### src/rtl/cpu_rst_pkg.sv
// Shared definitions for the core reset channel.
// Assumes a 32-bit register port whose upper half-word is a write-enable mask.
package cpu_rst_pkg;
    localparam int REQ_BIT   = 0;
    localparam int FLUSH_BIT = 4;
    localparam int DONE_BIT  = 12;
    localparam int WEN_OFS   = 16;

    typedef enum logic [1:0] {
        SEQ_IDLE   = 2'd0,
        SEQ_APPLY  = 2'd1,
        SEQ_HOLD   = 2'd2,
        SEQ_REMOVE = 2'd3
    } seq_state_t;
endpackage

### src/rtl/cpu_rst_tick_timer.sv
// Counts timing ticks during a clock-gated phase and flags when the
// programmed stop count is reached. Assumes the count restarts whenever
// gating is off or a phase has just expired.
module cpu_rst_tick_timer #(
    parameter int CNT_W = 4
) (
    input  logic             clk,
    input  logic             rst_n,
    input  logic             gating,
    input  logic             tick_en,
    input  logic [CNT_W-1:0] limit,
    output logic             expired
);
    logic [CNT_W-1:0] cnt;

    assign expired = gating && (cnt >= limit);

    // Tick counter, cleared between phases.
    always_ff @(posedge clk) begin
        if (!rst_n) begin
            cnt <= '0;
        end else if (!gating || expired) begin
            cnt <= '0;
        end else if (tick_en) begin
            cnt <= cnt + 1'b1;
        end
    end
endmodule

### src/rtl/cpu_rst_sequencer.sv
// Sequences the apply / hold / remove phases of the core reset.
// Assumes req_bit is the stored request; AUTO_CLEAR picks the mode.
module cpu_rst_sequencer
    import cpu_rst_pkg::*;
#(
    parameter bit AUTO_CLEAR = 1'b1
) (
    input  logic clk,
    input  logic rst_n,
    input  logic req_bit,
    input  logic expired,
    output logic gating,
    output logic seq_done,
    output logic req_wr_ok,
    output logic core_rst,
    output logic core_clk_en
);
    localparam seq_state_t AFTER_APPLY = AUTO_CLEAR ? SEQ_REMOVE : SEQ_HOLD;

    seq_state_t state, state_nx;

    // Next-state decode for the reset sequence.
    always_comb begin
        state_nx = state;
        unique case (state)
            SEQ_IDLE:   if (req_bit) state_nx = SEQ_APPLY;
            SEQ_APPLY:  if (expired) state_nx = AFTER_APPLY;
            SEQ_HOLD:   if (!req_bit) state_nx = SEQ_REMOVE;
            SEQ_REMOVE: if (expired) state_nx = SEQ_IDLE;
            default:    state_nx = SEQ_IDLE;
        endcase
    end

    // State register.
    always_ff @(posedge clk) begin
        if (!rst_n) state <= SEQ_IDLE;
        else        state <= state_nx;
    end

    assign gating      = (state == SEQ_APPLY) || (state == SEQ_REMOVE);
    assign core_rst    = (state == SEQ_APPLY) || (state == SEQ_HOLD);
    assign core_clk_en = !gating;
    assign seq_done    = (state == SEQ_REMOVE) && expired;

    generate
        if (AUTO_CLEAR) begin : g_auto
            assign req_wr_ok = (state == SEQ_IDLE);
        end else begin : g_manual
            assign req_wr_ok = (state == SEQ_IDLE) || (state == SEQ_HOLD);
        end
    endgenerate
endmodule

### src/rtl/cpu_rst_regfile.sv
// Control and timing registers with per-bit masked writes.
// Assumes DATA_W is twice the mask offset; reads are combinational.
module cpu_rst_regfile
    import cpu_rst_pkg::*;
#(
    parameter int          DATA_W    = 32,
    parameter int          CNT_W     = 4,
    parameter int unsigned CNT_RESET = 15
) (
    input  logic              clk,
    input  logic              rst_n,
    input  logic              bus_wr,
    input  logic              bus_addr,
    input  logic [DATA_W-1:0] bus_wdata,
    output logic [DATA_W-1:0] bus_rdata,
    input  logic              req_wr_ok,
    input  logic              seq_done,
    input  logic              flush_done,
    output logic              req_bit,
    output logic              flush_bit,
    output logic              done_bit,
    output logic [CNT_W-1:0]  stop_cnt
);
    localparam logic [CNT_W-1:0] CNT_INIT = CNT_W'(CNT_RESET);

    logic ctrl_wr, tim_wr;
    logic unused_wdata;

    assign ctrl_wr      = bus_wr && !bus_addr;
    assign tim_wr       = bus_wr && bus_addr;
    assign unused_wdata = ^bus_wdata;

    // Reset request: masked write when allowed, cleared at sequence end.
    always_ff @(posedge clk) begin
        if (!rst_n) begin
            req_bit <= 1'b0;
        end else if (seq_done) begin
            req_bit <= 1'b0;
        end else if (ctrl_wr && req_wr_ok && bus_wdata[WEN_OFS+REQ_BIT]) begin
            req_bit <= bus_wdata[REQ_BIT];
        end
    end

    // Flush request: set by software, cleared by completion.
    always_ff @(posedge clk) begin
        if (!rst_n) begin
            flush_bit <= 1'b0;
        end else if (flush_bit && flush_done) begin
            flush_bit <= 1'b0;
        end else if (ctrl_wr && bus_wdata[WEN_OFS+FLUSH_BIT] && bus_wdata[FLUSH_BIT]) begin
            flush_bit <= 1'b1;
        end
    end

    // Done flag: set at sequence end, write-1-to-clear with enable.
    always_ff @(posedge clk) begin
        if (!rst_n) begin
            done_bit <= 1'b0;
        end else if (seq_done) begin
            done_bit <= 1'b1;
        end else if (ctrl_wr && bus_wdata[WEN_OFS+DONE_BIT] && bus_wdata[DONE_BIT]) begin
            done_bit <= 1'b0;
        end
    end

    // Stop count: one masked flop per bit.
    generate
        for (genvar i = 0; i < CNT_W; i++) begin : g_cnt_bit
            always_ff @(posedge clk) begin
                if (!rst_n) begin
                    stop_cnt[i] <= CNT_INIT[i];
                end else if (tim_wr && bus_wdata[WEN_OFS+i]) begin
                    stop_cnt[i] <= bus_wdata[i];
                end
            end
        end
    endgenerate

    // Read mux; the enable half always reads 0.
    always_comb begin
        bus_rdata = '0;
        if (!bus_addr) begin
            bus_rdata[REQ_BIT]   = req_bit;
            bus_rdata[FLUSH_BIT] = flush_bit;
            bus_rdata[DONE_BIT]  = done_bit;
        end else begin
            bus_rdata[CNT_W-1:0] = stop_cnt;
        end
    end
endmodule

### src/rtl/cpu_rst_chan.sv
// Top of the core reset channel: registers, sequencer and tick timer.
// Assumes tick_en and flush_done are synchronous to clk.
module cpu_rst_chan #(
    parameter int          DATA_W     = 32,
    parameter int          CNT_W      = 4,
    parameter int unsigned CNT_RESET  = 15,
    parameter bit          AUTO_CLEAR = 1'b1
) (
    input  logic              clk,
    input  logic              rst_n,
    input  logic              bus_wr,
    input  logic              bus_addr,
    input  logic [DATA_W-1:0] bus_wdata,
    output logic [DATA_W-1:0] bus_rdata,
    input  logic              tick_en,
    input  logic              flush_done,
    output logic              core_rst,
    output logic              core_clk_en,
    output logic              flush_req
);
    logic             req_bit, flush_bit, done_bit;
    logic             req_wr_ok, seq_done, gating, expired;
    logic [CNT_W-1:0] stop_cnt;

    assign flush_req = flush_bit;

    cpu_rst_regfile #(
        .DATA_W(DATA_W), .CNT_W(CNT_W), .CNT_RESET(CNT_RESET)
    ) u_regs (
        .clk(clk), .rst_n(rst_n), .bus_wr(bus_wr), .bus_addr(bus_addr),
        .bus_wdata(bus_wdata), .bus_rdata(bus_rdata), .req_wr_ok(req_wr_ok),
        .seq_done(seq_done), .flush_done(flush_done), .req_bit(req_bit),
        .flush_bit(flush_bit), .done_bit(done_bit), .stop_cnt(stop_cnt)
    );

    cpu_rst_sequencer #(.AUTO_CLEAR(AUTO_CLEAR)) u_seq (
        .clk(clk), .rst_n(rst_n), .req_bit(req_bit), .expired(expired),
        .gating(gating), .seq_done(seq_done), .req_wr_ok(req_wr_ok),
        .core_rst(core_rst), .core_clk_en(core_clk_en)
    );

    cpu_rst_tick_timer #(.CNT_W(CNT_W)) u_timer (
        .clk(clk), .rst_n(rst_n), .gating(gating), .tick_en(tick_en),
        .limit(stop_cnt), .expired(expired)
    );
endmodule

### config.mk
export PLATFORM = sky130hd
export DESIGN_NAME = cpu_rst_chan
export DESIGN_NICKNAME = d
export VERILOG_FILES = /design/src/rtl/cpu_rst_pkg.sv /design/src/rtl/cpu_rst_tick_timer.sv /design/src/rtl/cpu_rst_sequencer.sv /design/src/rtl/cpu_rst_regfile.sv /design/src/rtl/cpu_rst_chan.sv
export SDC_FILE = /design/constraint.sdc
export NUM_CORES = 1
export LEC_CHECK = 0
export CAP_MARGIN = 20
export CELL_PAD_IN_SITES_DETAIL_PLACEMENT = 1
export CELL_PAD_IN_SITES_GLOBAL_PLACEMENT = 1
export CORE_MARGIN = 4
export CORE_UTILIZATION = 25
export CTS_BUF_LIST = sky130_fd_sc_hd__clkbuf_4 sky130_fd_sc_hd__clkbuf_8
export CTS_CLUSTER_SIZE = 24
export DETAILED_ROUTE_END_ITERATION = 12
export PLACE_DENSITY = 0.93
export SYNTH_ARGS = -nofsm -noshare
export SYNTH_HDL_FRONTEND = slang
export SYNTH_SLANG_ARGS = --single-unit
### constraint.sdc
create_clock -name clk -period 3.22 [get_ports clk]
set_input_delay 0.644 -clock clk [delete_from_list [all_inputs] [get_ports clk]]
set_output_delay 0.644 -clock clk [all_outputs]
set_load 0.05 [all_outputs]
==> run_results.csv <==
group,metric,value,unit
clock_tree,cts_tree,"done",
floorplanning,coreArea,3690,um^2
run,drv_cap,0,
clock_tree,insertion_delay,240,ps
power_and_ir_drop,p_comb_share,45.2,%
setup_path,crit_path_end_kind,"primary output",
sta,post-route-min-period,2810,ps
sta,layout_setup_ws,406,ps
layout,seq_area,260,um^2
power_and_ir_drop,total_power,629,uW
clock_tree,numCtsBuffers,3,
logic_synthesis,synth_cell_types,27,
clock_tree,cts-root-buf,"clkbuf_8",
layout,fin_nets,188,
power_and_ir_drop,switching_share,42.7,%
sta,worst_pin_slew,507,ps
setup_path,path_class,"in -> out",
setup_path,critPathLaunchType,"primary input",
floorplanning,initial_utilization,25.9,%
logic_synthesis,ys_ff_latch,13,
floorplanning,die_area,4880,um^2
setup_path,worst_ep_arrival_time,2170,ps
global_route,grt_pass1_vias,743,
sta,finalCritPeriodShare,87.4,%
setup_path,cpMaxStageDelayCell,"clkdlybuf4s50_1",
status,outcome,"finished, final reports clean",
global_route,gr-total-overflow,0,
detailed_routing,routed_wl,2120,um
sta,slew_headroom,66.1,%
global_route,groute.usage.overall,8.93,%
sta,fin_tns_setup,0,ps
sta,fin_skew,4.07,ps
clock_tree,clock_sinks,13,
logic_synthesis,syn_inst,111,
detailed_routing,dr.pass1.iters,3,
layout,antenna_cells,0,
logic_synthesis,yosysSeqAreaShare,27.2,%
sta,timing.hold.ws,469,ps
power_and_ir_drop,powerDensity,518,nW/um^2
power_and_ir_drop,ir_drop,0.304,mV
layout,fillers,472,
power_and_ir_drop,seqPwrFrac,30.1,%
setup_path,critPathMaxStageDelay,810,ps
setup_path,crit_top_cell,"clkdlybuf4s50_1",
sta,rsz0062_at_grt,"no",
layout,area_delta_synth_final,26.9,%
power_and_ir_drop,p_switching,269,uW
clock_tree,cts_setup_buffers,0,
clock_tree,clock_path_buffers,2,
global_route,grt_pass1_wl,3450,um
setup_path,required,2580,ps
floorplanning,die_x,69.9,um
floorplanning,die_h,69.9,um
detailed_routing,vias,724,
power_and_ir_drop,internal-power,360,uW
logic_synthesis,synth_warnings,0,
logic_synthesis,synth_area_per_cell,8.62,um^2
global_route,grt_antenna_before_repair,0,
floorplanning,num_rows,22,
logic_synthesis,synth_area,957,um^2
floorplanning,ios,73,
detailed_routing,vias_per_cell,3.87,
setup_path,rrSetupSlack,1550,ps
global_route,grt_max_degree,13,
sta,fmax,0.355,GHz
power_and_ir_drop,clock_power_share,24.7,%
placed_design,place.gp.congestion,0.731,
sta,drv_slew,0,
detailed_routing,antenna_left,0,
power_and_ir_drop,cellLeakagePower,0.000592,uW
setup_path,cp_max_fo,10,
detailed_routing,route.detailed.drc,0,
detailed_routing,wl_per_cell,11.3,um
clock_tree,ctsHoldBuffers,0,
placed_design,portBuffers,26,
clock_tree,postCtsResizedCells,0,
layout,multi_input_area,566,um^2
layout,final_util,32.9,%
placed_design,hpwl,1700,um
clock_tree,cts_max_level,1,
placed_design,dp_slack,397,ps
clock_tree,clk_pin_slew_worst_paths,60,ps
sta,setup_viol,0,
sta,hold_viol,0,
hold_path,hp-class,"reg -> reg",
layout,drive_gt1_share,7.91,%
detailed_routing,drtIter0Drc,18,
setup_path,critical_path.cell_chain,"clkdlybuf4s50_1 -> buf_4 -> nor2b_1 -> clkdlybuf4s50_1",
[worst max-delay path, delay by kind of cell]
family,cells,cell delay [ps]
buffers and inverters,3,1420
AND/OR/NAND/NOR,1,110
[sequential cells by signal, summed over array words and instances, names as in the netlist]
register and flops:
u_regs.stop_cnt 4, u_timer.cnt 4, u_seq.state 2, u_regs.done_bit 1, u_regs.req_bit 1, u_regs.flush_bit 1
[power groups by stage]
stage / registers, uW / clock network (uW) / logic, uW
after floorplan: 190 / 0 / 236
after global placement: 191 / 0 / 280
after detailed placement: 193 / 0 / 285
after CTS: 190 / 164 / 289
after global routing: 191 / 173 / 311
final: 189 / 155 / 284
[metrics by stage]
step                cell area [um^2]  std cells
finish                          1210        187
global route                    1210        187
CTS                             1210        187
detailed placement              1170        183
global placement                1170        183
floorplan                       1050        136
[worst paths after layout]
check,endpoint,from,cells past startpoint
worst min register to register,u_regs.done_bit$_SDFFE_PN0P_,u_regs.done_bit$_SDFFE_PN0P_,2
worst min-delay path,u_regs.done_bit$_SDFFE_PN0P_,u_regs.done_bit$_SDFFE_PN0P_,2
worst max-delay path,bus_rdata[4],bus_addr,4
worst max register to register,u_seq.state[0]$_SDFFE_PN0P_,u_timer.cnt[0]$_SDFFE_PP0P_,6
[logic make-up (layout without fill, tap and decap cells)]
family | after synthesis | after routing | share of synthesized area (%)
multiplexers | 11 | 11 | 11.8
AND/OR/NAND/NOR | 34 | 34 | 18.2
flip-flops | 13 | 13 | 27.2
buffers and inverters | 34 | 37 | 23.5
AO/OA/AOI/OAI | 5 | 5 | 3.14
XOR/XNOR | 3 | 3 | 2.75
other | 1 | 26 | 0.392
adder cells (fa/ha/maj) | 10 | 10 | 13.1
[area by class of cell]
type / instances / share of cell area [%]
Timing Repair Buffer: 27 / 21.2
Inverter: 6 / 1.85
Sequential cell: 13 / 21.4
Multi-Input combinational cell: 89 / 46.5
Tap cell: 48 / 4.94
Clock buffer: 4 / 4.02
[Yosys cell counts]
library cell | number | area [um^2]
a21boi_0 | 1 | 7.51
a21oi_1 | 1 | 5.00
and2_1 | 4 | 25.0
and2b_1 | 1 | 7.51
and3_1 | 1 | 6.26
buf_4 | 26 | 195
clkbuf_1 | 2 | 7.51
conb_1 | 1 | 3.75
dfxtp_1 | 13 | 260
ha_1 | 10 | 125
inv_1 | 6 | 22.5
mux2_1 | 1 | 11.3
mux2_2 | 1 | 11.3
mux2i_1 | 9 | 90.1
nand2_1 | 10 | 37.5
nand2b_1 | 1 | 6.26
nand3_1 | 7 | 35.0
nand4_1 | 1 | 6.26
nor2_1 | 5 | 18.8
nor2b_1 | 2 | 12.5
nor3b_1 | 1 | 7.51
o211ai_1 | 1 | 7.51
o21ai_0 | 1 | 5.00
o21ai_1 | 1 | 5.00
or3b_4 | 1 | 11.3
xnor2_1 | 1 | 8.76
xor2_1 | 2 | 17.5
[layer usage]
metal | share of wire (%) | up-vias | GRT usage (%)
met1 | 45 | 318 | 11.6
met2 | 44 | 39 | 13.1
li1 | - | 364 | -
met3 | 9.9 | 3 | 3.74
met5 | 0 | - | 0
met4 | 1.3 | 0 | 3.19
[cells in the final DEF, fill, tap and decap left out]
cell type,Yosys,final
conb_1,1,26
a21boi_0,1,1
nor3b_1,1,1
nor2_1,5,5
o21ai_0,1,1
and2_1,4,4
nor2b_1,2,2
nand4_1,1,1
ha_1,10,10
o21ai_1,1,1
clkdlybuf4s50_1,0,22
and2b_1,1,1
xnor2_1,1,1
clkbuf_8,0,3
mux2_1,1,1
xor2_1,2,2
mux2i_1,9,9
nand3_1,7,7
and3_1,1,1
dfxtp_1,13,13
clkbuf_4,0,1
nand2b_1,1,1
inv_1,6,6
a21oi_1,1,1
or3b_4,1,1
o211ai_1,1,1
nand2_1,10,10
buf_4,26,5
mux2_2,1,1
No activity file was read; power rests on OpenSTA's default activity.
